File: config.mk
export PLATFORM = sky130hd
export DESIGN_NAME = edo_page_ctrl
export DESIGN_NICKNAME = d
export VERILOG_FILES = /design/src/rtl/edo_pkg.sv /design/src/rtl/edo_step_timer.sv /design/src/rtl/edo_ras_guard.sv /design/src/rtl/edo_page_ctrl.sv
export SDC_FILE = /design/constraint.sdc
export NUM_CORES = 1
export LEC_CHECK = 0
export BUFFER_PORTS_ARGS = -buffer_cell sky130_fd_sc_hd__buf_2
export CAP_MARGIN = 5
export CORE_UTILIZATION = 49
export CTS_CLUSTER_SIZE = 16
export DETAILED_ROUTE_END_ITERATION = 10
export PLACE_DENSITY = 0.81
export REMOVE_ABC_BUFFERS = 1
export SKIP_CTS_REPAIR_TIMING = 1
export SYNTH_ARGS = -nofsm -noshare
export SYNTH_HDL_FRONTEND = slang
export SYNTH_SLANG_ARGS = --single-unit
File: constraint.sdc
create_clock -name clk -period 2.07 [get_ports clk]
set_input_delay 0.3105 -clock clk [delete_from_list [all_inputs] [get_ports clk]]
set_output_delay 0.3105 -clock clk [all_outputs]
set_load 0.02 [all_outputs]
File: src/rtl/edo_pkg.sv
package edo_pkg;

  localparam int ROW_W = 11;
  localparam int COL_W = 11;
  localparam int DQ_W  = 4;
  localparam int ADR_W = ROW_W + COL_W;
  localparam int PIN_W = (ROW_W > COL_W) ? ROW_W : COL_W;

  typedef logic [ROW_W-1:0] row_t;
  typedef logic [COL_W-1:0] col_t;
  typedef logic [PIN_W-1:0] pin_t;
  typedef logic [DQ_W-1:0]  nib_t;
  typedef logic [ADR_W-1:0] adr_t;

  typedef enum logic [2:0] {
    ST_IDLE,
    ST_ACT,
    ST_CSET,
    ST_CAS,
    ST_OPEN,
    ST_PRE
  } edo_state_e;

  function automatic row_t row_of(input adr_t a);
    return a[ADR_W-1:COL_W];
  endfunction

  function automatic col_t col_of(input adr_t a);
    return a[COL_W-1:0];
  endfunction

  // A lane strobes on every read, and on writes only when its mask bit is set.
  function automatic logic lane_on(input logic wr, input logic mbit);
    return !wr || mbit;
  endfunction

  // Write enable: early write holds it from setup on; late write waits one CAS cycle.
  function automatic logic we_active(input edo_state_e s, input logic wr,
                                     input logic late, input logic first);
    return wr && (((s == ST_CSET) && !late) || ((s == ST_CAS) && (!late || !first)));
  endfunction

endpackage

File: src/rtl/edo_step_timer.sv
module edo_step_timer #(
  parameter int W = 3
) (
  input  logic         clk,
  input  logic         rst_n,
  input  logic         load,
  input  logic [W-1:0] load_val,
  output logic         done
);
  logic [W-1:0] cnt;

  always_ff @(posedge clk or negedge rst_n) begin
    if (!rst_n)          cnt <= '0;
    else if (load)       cnt <= load_val;
    else if (cnt != '0)  cnt <= cnt - 1'b1;
  end

  assign done = (cnt == '0);
endmodule

File: src/rtl/edo_ras_guard.sv
module edo_ras_guard #(
  parameter int T_RAS_MIN = 8,
  parameter int CLOSE_AT  = 100,
  parameter int W         = 8
) (
  input  logic clk,
  input  logic rst_n,
  input  logic ras_low,
  output logic min_met,
  output logic close_req
);
  logic [W-1:0] low_cnt;

  always_ff @(posedge clk or negedge rst_n) begin
    if (!rst_n)              low_cnt <= '0;
    else if (!ras_low)       low_cnt <= '0;
    else if (low_cnt != '1)  low_cnt <= low_cnt + 1'b1;
  end

  assign min_met   = (low_cnt >= W'(T_RAS_MIN - 1));
  assign close_req = (low_cnt >= W'(CLOSE_AT));
endmodule

File: src/rtl/edo_page_ctrl.sv
module edo_page_ctrl
  import edo_pkg::*;
#(
  parameter int T_RCD     = 2,
  parameter int T_RP      = 5,
  parameter int T_CP      = 2,
  parameter int T_CAS     = 2,
  parameter int T_RAS_MIN = 8,
  parameter int T_RAS_MAX = 12000
) (
  input  logic             clk,
  input  logic             rst_n,
  input  logic             req_valid,
  output logic             req_ready,
  input  logic [ADR_W-1:0] req_addr,
  input  logic             req_write,
  input  logic             req_late,
  input  logic [DQ_W-1:0]  req_mask,
  input  logic [DQ_W-1:0]  req_wdata,
  output logic             rsp_valid,
  output logic [DQ_W-1:0]  rsp_rdata,
  input  logic             ref_grant,
  output logic             dram_ras_n,
  output logic [DQ_W-1:0]  dram_cas_n,
  output logic             dram_we_n,
  output logic             dram_oe_n,
  output logic [PIN_W-1:0] dram_addr,
  output logic [DQ_W-1:0]  dram_dq_out,
  output logic             dram_dq_oe,
  input  logic [DQ_W-1:0]  dram_dq_in
);
  localparam int STEP_A   = (T_RCD > T_RP) ? T_RCD : T_RP;
  localparam int STEP_B   = (T_CP > T_CAS) ? T_CP : T_CAS;
  localparam int STEP_MAX = (STEP_A > STEP_B) ? STEP_A : STEP_B;
  localparam int STEP_W   = $clog2(STEP_MAX + 1);
  localparam int RAS_W    = $clog2(T_RAS_MAX + 1);
  localparam int CLOSE_AT = T_RAS_MAX - T_CP - T_CAS - 2;

  edo_state_e         st, st_nxt;
  logic               ld;
  logic [STEP_W-1:0]  ld_val;
  logic               step_done;
  row_t               o_row;
  col_t               c_col;
  logic               c_wr, c_late;
  nib_t               c_mask, c_wdata;
  logic               pend, pend_set;
  logic               in_cas_q;

  // Named internal events, also seen by the bound checker.
  logic take_w, row_hit_w, ras_low, min_met, close_req, cas_first;

  assign row_hit_w = (row_of(req_addr) == o_row);
  assign ras_low   = (st == ST_ACT) || (st == ST_CSET) || (st == ST_CAS) || (st == ST_OPEN);
  assign cas_first = (st == ST_CAS) && !in_cas_q;
  assign take_w    = req_valid && req_ready;

  edo_step_timer #(.W(STEP_W)) u_step (
    .clk      (clk),
    .rst_n    (rst_n),
    .load     (ld),
    .load_val (ld_val),
    .done     (step_done)
  );

  edo_ras_guard #(.T_RAS_MIN(T_RAS_MIN), .CLOSE_AT(CLOSE_AT), .W(RAS_W)) u_guard (
    .clk       (clk),
    .rst_n     (rst_n),
    .ras_low   (ras_low),
    .min_met   (min_met),
    .close_req (close_req)
  );

  always_comb begin
    st_nxt    = st;
    ld        = 1'b0;
    ld_val    = '0;
    req_ready = 1'b0;
    pend_set  = 1'b0;
    unique case (st)
      ST_IDLE: begin
        req_ready = !ref_grant;
        if (req_valid && !ref_grant) begin
          st_nxt = ST_ACT;
          ld     = 1'b1;
          ld_val = STEP_W'(T_RCD - 1);
        end
      end
      ST_ACT: if (step_done) begin
        st_nxt = ST_CSET;
        ld     = 1'b1;
        ld_val = STEP_W'(T_CP - 1);
      end
      ST_CSET: if (step_done) begin
        st_nxt = ST_CAS;
        ld     = 1'b1;
        ld_val = STEP_W'(T_CAS - 1);
      end
      ST_CAS: if (step_done) st_nxt = ST_OPEN;
      ST_OPEN: begin
        if (ref_grant || close_req) begin
          if (min_met) begin
            st_nxt = ST_PRE;
            ld     = 1'b1;
            ld_val = STEP_W'(T_RP - 1);
          end
        end else begin
          req_ready = row_hit_w || min_met;
          if (req_valid && req_ready) begin
            ld = 1'b1;
            if (row_hit_w) begin
              st_nxt = ST_CSET;
              ld_val = STEP_W'(T_CP - 1);
            end else begin
              st_nxt   = ST_PRE;
              ld_val   = STEP_W'(T_RP - 1);
              pend_set = 1'b1;
            end
          end
        end
      end
      ST_PRE: if (step_done) begin
        if (pend) begin
          st_nxt = ST_ACT;
          ld     = 1'b1;
          ld_val = STEP_W'(T_RCD - 1);
        end else begin
          st_nxt = ST_IDLE;
        end
      end
      default: st_nxt = ST_IDLE;
    endcase
  end

  always_ff @(posedge clk or negedge rst_n) begin
    if (!rst_n) begin
      st        <= ST_IDLE;
      o_row     <= '0;
      c_col     <= '0;
      c_wr      <= 1'b0;
      c_late    <= 1'b0;
      c_mask    <= '0;
      c_wdata   <= '0;
      pend      <= 1'b0;
      in_cas_q  <= 1'b0;
      rsp_valid <= 1'b0;
      rsp_rdata <= '0;
    end else begin
      st       <= st_nxt;
      in_cas_q <= (st == ST_CAS);
      if (take_w) begin
        o_row   <= row_of(req_addr);
        c_col   <= col_of(req_addr);
        c_wr    <= req_write;
        c_late  <= req_late;
        c_mask  <= req_mask;
        c_wdata <= req_wdata;
      end
      if (pend_set)                            pend <= 1'b1;
      else if ((st == ST_PRE) && step_done)    pend <= 1'b0;
      rsp_valid <= (st == ST_CAS) && step_done && !c_wr;
      if ((st == ST_CAS) && step_done && !c_wr) rsp_rdata <= dram_dq_in;
    end
  end

  // One column strobe per data bit.
  for (genvar i = 0; i < DQ_W; i++) begin : g_lane
    assign dram_cas_n[i] = !((st == ST_CAS) && lane_on(c_wr, c_mask[i]));
  end

  assign dram_ras_n  = !ras_low;
  assign dram_addr   = ((st == ST_CSET) || (st == ST_CAS) || (st == ST_OPEN)) ?
                       PIN_W'(c_col) : PIN_W'(o_row);
  assign dram_we_n   = !we_active(st, c_wr, c_late, cas_first);
  assign dram_oe_n   = !((st == ST_CAS) && !c_wr);
  assign dram_dq_oe  = c_wr && (((st == ST_CSET) && !c_late) || (st == ST_CAS));
  assign dram_dq_out = c_wdata;

endmodule

After elaboration in Yosys (flattened, before gate mapping) --
Index checks and enable logic that the tools add are counted.
Storage, ports and cells: flip-flop bits (word level) 59, bits in latches 0, bits in writable memories 0, ROM bits 0, input port bits 40, output and inout bits 29, word-level logic and storage cells 121, memories kept 0
Operators by class: add/sub/neg operators 2, multiply operators 0, div/mod/pow operators 0, $lt $le $gt $ge 2, equality and inequality tests 15, shifts and indexed selects 0, multiplexer cells 40, bitwise gates (word level) 0, reduce and logical (&&, ||, !) cells 49
Operator list (count):
- 2-to-1 mux 3 bit | 15
- 2-to-1 mux 14 bit | 2
- 2-to-1 mux 1 bit | 18
- case mux 3 bit (6 select lines) | 1
- logical AND 1 bit | 16
- adder 14 x 1 -> 14 bit, second input constant | 1
- greater-or-equal comparator 14 bit, second input constant | 1
- greater-or-equal comparator 14 x 3 -> 1 bit, second input constant | 1
- logical OR 1 bit | 14
- != test 14 bit, second input constant | 1
- zero test 1 bit | 12
- != test 2 bit, second input constant | 6
- case mux 3 bit (4 select lines) | 1
- equality test 11 bit | 1
- 2-to-1 mux 11 bit | 1
- AND reduction 7 bit | 1
- equality test 3 x 2 -> 1 bit, second input constant | 2
- equality test 3 bit, second input constant | 2
- zero test 3 bit | 2
- != test 3 bit, second input constant | 2
- case mux 1 bit (4 select lines) | 1
- nonzero test 2 bit | 2
- equality test 3 x 1 -> 1 bit, second input constant | 1
- nonzero test 3 bit | 1
- 3 further kinds | 3

Depth between registers and ports, before layout --
depth in word-level cells 8, depth in mapped cells 8, mapped depth without buffers 8

By module --
A second synthesis with hierarchy kept.
Unflattened totals: cells, all modules 294, area, all modules 3316.9 um2
By module, submodules not included:
- edo_page_ctrl | times used 1, cells an instance 177, area each 2264.7 um2, sequential area each 1051.0 um2
- edo_ras_guard | times used 1, cells an instance 96, area each 850.8 um2, sequential area each 350.3 um2
- edo_step_timer | times used 1, cells an instance 21, area each 201.4 um2, sequential area each 75.1 um2

Worst setup path before layout --
OpenSTA, ideal clock, no wires.
kind reg2out, start reg u_guard.low_cnt[0], end out req_ready, data arrival time 1.960 ns, data required time 1.760 ns, slack -0.201 ns, cell stages (with the launch flop) 8, path buffers 0, cell sequence dfrtp_1 inv_1 ha_1 or4_4 and4b_4 nor2_1 a31oi_1 nor3_1
Between the ends: word-level cells in the longest chain between the ends 4, elaborated cells on any way between the ends 6, classes of those cells order compare (2); mux (2); reduce/logical (2)
RTL lines:
- from (decl) | line edo_ras_guard.sv:12 | logic [W-1:0] low_cnt;
- from (signal assigned) | line edo_ras_guard.sv:17 | else if (low_cnt != '1) low_cnt <= low_cnt + 1'b1;
- greater-or-equal comparator 14 x 3 -> 1 bit or greater-or-equal comparator 14 bit (tied branches) | line edo_ras_guard.sv:20, edo_ras_guard.sv:21
- logical OR 1 bit, on equally long branches | line edo_page_ctrl.sv:108, edo_page_ctrl.sv:101
- 2-to-1 mux 1 bit * | line edo_page_ctrl.sv:101 | if (ref_grant || close_req) begin
- case mux 1 bit (2 select lines) * | line edo_page_ctrl.sv:80 | unique case (st)
- to (decl) | line edo_page_ctrl.sv:14 | output logic req_ready,
Mark *: on every way between the ends. The rest lies on a longest branch, timed or not.

Worst setup path in the final report --
start reg u_guard.low_cnt[1], end out req_ready
Same word-level chain as after synthesis.

==> run_summary.xml <==
<?xml version="1.0" encoding="UTF-8"?>
<metrics>
  <group name="outcome">
    <metric name="status" unit="">finished with violations</metric>
    <metric name="violations" unit="">setup timing</metric>
  </group>
  <group name="yosys">
    <metric name="yosys_register_bits" unit="">59</metric>
    <metric name="synthesis.yosys.warnings" unit="">0</metric>
    <metric name="combinational_family_with_the_most_area_after_synthesis" unit="">multiplexers</metric>
    <metric name="synth_cell_type_count" unit="">43</metric>
    <metric name="synth_largest_type_area_fraction" unit="%">48.0</metric>
    <metric name="synthTopCellsByCount" unit="">59 x dfrtp_1, 45 x mux2_2, 24 x nor2_1, 23 x nand2_1, 21 x xor2_1</metric>
    <metric name="synth_largest_area_cell" unit="">dfrtp_1</metric>
    <metric name="mappedNetlistArea" unit="sq um">3080</metric>
    <metric name="synth_edf_count" unit="">0</metric>
    <metric name="synth_xor_xnor_area_share" unit="%">7.12</metric>
    <metric name="yosysSeqAreaShare" unit="%">48.0</metric>
    <metric name="number_of_instances_in_the_synthesized_netlist" unit="">281</metric>
    <metric name="compound_cell_area_share_of_the_yosys_netlist" unit="%">8.50</metric>
    <metric name="yosys.cell_count.top_type" unit="">dfrtp_1</metric>
    <metric name="dominantRegCellSynth" unit="">dfrtp_1</metric>
    <metric name="synth_mux_area_share" unit="%">17.1</metric>
    <metric name="synth_area_leaders" unit="">dfrtp_1 48%, mux2_2 16%, xor2_1 6.0%, nor2_1 2.9%, nand2_1 2.8%</metric>
    <metric name="synth.avg_cell_area" unit="sq um">10.9</metric>
    <metric name="synth-simple-area-share" unit="%">13.8</metric>
    <metric name="post_synth_fa_ha_maj_area_fraction" unit="%">1.63</metric>
    <metric name="ys_async_sr_fraction" unit="%">100</metric>
  </group>
  <group name="sta">
    <metric name="slew_headroom" unit="%">65.3</metric>
    <metric name="final-hold-violation-count" unit="">0</metric>
    <metric name="post_route_setup_slack" unit="ns">-0.412</metric>
    <metric name="timing_max_transition_violations_final" unit="">0</metric>
    <metric name="setup_viol_count_final" unit="">36</metric>
    <metric name="final_cycle_share" unit="%">120</metric>
    <metric name="hold_ws" unit="ns">0.155</metric>
    <metric name="period_needed" unit="ns">2.48</metric>
    <metric name="fmax" unit="MHz">403</metric>
    <metric name="worst-slew-pin-transition" unit="ns">0.521</metric>
    <metric name="unrepaired_setup_endpoints_after_global_routing" unit="">true</metric>
    <metric name="final.setup_skew" unit="ns">0.0109</metric>
  </group>
  <group name="layout">
    <metric name="antenna_cells" unit="">0</metric>
    <metric name="design_area" unit="sq um">4060</metric>
    <metric name="post_route_cells_drive_above_1_share" unit="%">47.7</metric>
    <metric name="final.fill_count" unit="">446</metric>
    <metric name="area.growth.synth_to_final" unit="%">31.9</metric>
    <metric name="design.final.nets" unit="">425</metric>
  </group>
  <group name="drt">
    <metric name="route.layer.met1.wl" unit="um">3140</metric>
    <metric name="postRouteWirelength" unit="um">7150</metric>
    <metric name="drt-vias-per-instance" unit="">5.41</metric>
    <metric name="route.antenna.remaining_nets" unit="">0</metric>
    <metric name="dr.first_iter.drc_count" unit="">158</metric>
    <metric name="routed-wl-met2" unit="um">3550</metric>
    <metric name="top_layer" unit="">met4</metric>
    <metric name="firstDrtPassIters" unit="">4</metric>
    <metric name="num_vias" unit="">2495</metric>
    <metric name="wl_met3" unit="um">324</metric>
    <metric name="drc_errors" unit="">0</metric>
    <metric name="wl_per_cell" unit="um">15.5</metric>
  </group>
  <group name="place">
    <metric name="place_congestion" unit="">0.854</metric>
    <metric name="dpl-instance-area" unit="sq um">3660</metric>
    <metric name="hpwl_dp" unit="um">4790</metric>
    <metric name="portBuffers" unit="">68</metric>
    <metric name="detailedPlace.worstSlack" unit="ns">-0.206</metric>
  </group>
  <group name="power">
    <metric name="seqPwrFrac" unit="%">32.8</metric>
    <metric name="cellPowerDensity" unit="nW/um^2">1460</metric>
    <metric name="worst_vdd_drop" unit="mV">0.928</metric>
    <metric name="comb_power_share" unit="%">49.1</metric>
    <metric name="power" unit="W">0.00592</metric>
    <metric name="p_leak" unit="nW">1.95</metric>
    <metric name="cellInternalPower" unit="W">0.00359</metric>
    <metric name="switching_share" unit="%">39.5</metric>
    <metric name="power_frac_clock" unit="%">18.2</metric>
    <metric name="power_switching" unit="W">0.00234</metric>
  </group>
  <group name="clocking">
    <metric name="clock_root_buffer_master" unit="">clkbuf_8</metric>
    <metric name="clock_tree_from_tritoncts" unit="">yes</metric>
    <metric name="insertion_delay_to_the_later_sink_of_the_worst_skew_pair" unit="ns">0.35</metric>
    <metric name="clock_pin_transition_on_the_worst_setup_and_hold_timing_paths" unit="ns">0.07</metric>
    <metric name="clock_sinks" unit="">59</metric>
    <metric name="cts_made_buffers" unit="">9</metric>
    <metric name="htree_levels" unit="">3</metric>
    <metric name="cts.path.max_buffers" unit="">2</metric>
  </group>
  <group name="floorplan">
    <metric name="effective_utilization_at_floorplan" unit="%">51.3</metric>
    <metric name="die_y" unit="um">81.2</metric>
    <metric name="rows" unit="">28</metric>
    <metric name="die_w" unit="um">81.2</metric>
    <metric name="core_area" unit="sq um">5990</metric>
    <metric name="ioPinCount" unit="">69</metric>
    <metric name="die_footprint" unit="sq um">6600</metric>
  </group>
  <group name="critical_path">
    <metric name="worstReg2RegStart" unit="">u_guard.low_cnt[1]</metric>
    <metric name="timing_worst_setup_path_type" unit="">reg -&gt; out</metric>
    <metric name="cp_launch_type" unit="">register</metric>
    <metric name="timing.critical_path.to_type" unit="">primary output</metric>
    <metric name="worst_ep_required" unit="ns">1.76</metric>
    <metric name="path_max_fanout" unit="">4</metric>
    <metric name="critical_path_arrival" unit="ns">2.17</metric>
    <metric name="cp-startpoint" unit="">u_guard.low_cnt[1]</metric>
  </group>
  <group name="global_routing">
    <metric name="first_global_vias" unit="">2414</metric>
    <metric name="antenna_found_initial" unit="">0</metric>
    <metric name="globalRouteTotalUtil" unit="%">22.3</metric>
    <metric name="pin_count_of_the_biggest_net_entering_global_routing" unit="">25</metric>
    <metric name="grt_overflow_total" unit="">0</metric>
    <metric name="global_route_wire_length_before_repair" unit="um">11000</metric>
  </group>
  <group name="run">
    <metric name="maxCapViolations" unit="">0</metric>
  </group>
  <group name="min_path">
    <metric name="hold_start" unit="">dram_dq_in[3]</metric>
    <metric name="timing.hold.worst.class" unit="">in -&gt; reg</metric>
  </group>
</metrics>
## power groups by stage
stage          clock network (W)  registers, W  logic [W]
2_1_floorplan                  0       0.00203    0.00167
3_3_place_gp                   0       0.00191    0.00261
3_5_place_dp                   0       0.00194    0.00268
4_1_cts                  0.00109       0.00192    0.00270
5_1_grt                  0.00113       0.00201    0.00316
6_report                 0.00108       0.00194    0.00291
## per-stage QoR
stage               TNS [ns]  util (%)  cells
floorplan             -12.46         -    270
global placement       -6.73      61.1    440
detailed placement     -7.68      61.1    440
CTS                   -13.30      64.5    456
global route           -9.09      67.7    461
finish                 -6.06      67.7    461
## worst paths after layout
| check | to | slack [ns] | cells past startpoint |
|---|---|---|---|
| setup / recovery | req_ready | -0.41 | 7 |
| hold / removal | rsp_rdata[3] | 0.16 | 3 |
| setup reg to reg | c_mask[3] | -0.19 | 7 |
| hold reg to reg | rsp_rdata[3] | 0.47 | 2 |
| max in group asynchronous | rsp_rdata[1] | 0.97 | 3 |
| min in group asynchronous | c_col[8] | 0.47 | 2 |
## cell families (layout without fill, tap and decap cells)
kind of cell               after synthesis  in the layout
muxes                                   47             47
and+or+nand+nor                         86             86
adders and majority gates                4              4
buffers and inverters                   25            130
AOI/OAI and AO/OA                       35             35
DFF                                     59             59
xor gates and xnor gates                25             25
## state kept, by name, indices dropped and copies added, names as in the netlist, 3 cells and up
name             count
c_col               11
dram_dq_out          4
o_row               11
u_step.cnt           3
u_guard.low_cnt     14
rsp_rdata            4
c_mask               4
st                   3
## per-layer routing
metal  vias up  GRT usage [%]
met2        63           36.1
met1      1227           28.5
met4         0           9.11
met5         -              0
li1       1192              -
met3        13           5.62
## critical path, stage by stage (launching register included)
cell     delay [ns]
dfrtp_1        0.41
ha_2           0.18
or4_4          0.42
and4b_4        0.23
nor2_4         0.11
a31oi_2        0.11
nor3_2         0.21
buf_4          0.18
## final cells by class
cell class | count | area [sq um] | area share, %
flip-flops and latches | 59 | 1480 | 36.4
clock inverters | 6 | 63.8 | 1.57
inverters | 14 | 52.6 | 1.30
multi-input cells | 197 | 1600 | 39.4
repair buffers | 100 | 636 | 15.7
well taps | 75 | 93.8 | 2.31
clock buffers | 10 | 138 | 3.39
## placed cells by master (no fill, tap or decap), drive strengths merged, types with 2 or more instances in the layout
master / netlist / layout
a31oi: 2 / 2
nand2b: 4 / 4
nand4: 7 / 7
a211o: 2 / 2
nor3: 4 / 4
inv: 14 / 15
clkbuf: 6 / 11
dfrtp: 59 / 59
ha: 4 / 4
o21ai: 11 / 11
a21oi: 7 / 7
o2111ai: 2 / 2
and3: 2 / 2
nand3: 8 / 8
mux2: 45 / 45
nor2: 24 / 24
clkinvlp: 0 / 2
buf: 5 / 98
clkinv: 0 / 2
xnor2: 4 / 4
nor2b: 2 / 2
nand2: 23 / 23
nor4: 6 / 6
mux2i: 2 / 2
a311oi: 2 / 2
xor2: 21 / 21
No activity file was read; power rests on OpenSTA's default activity.
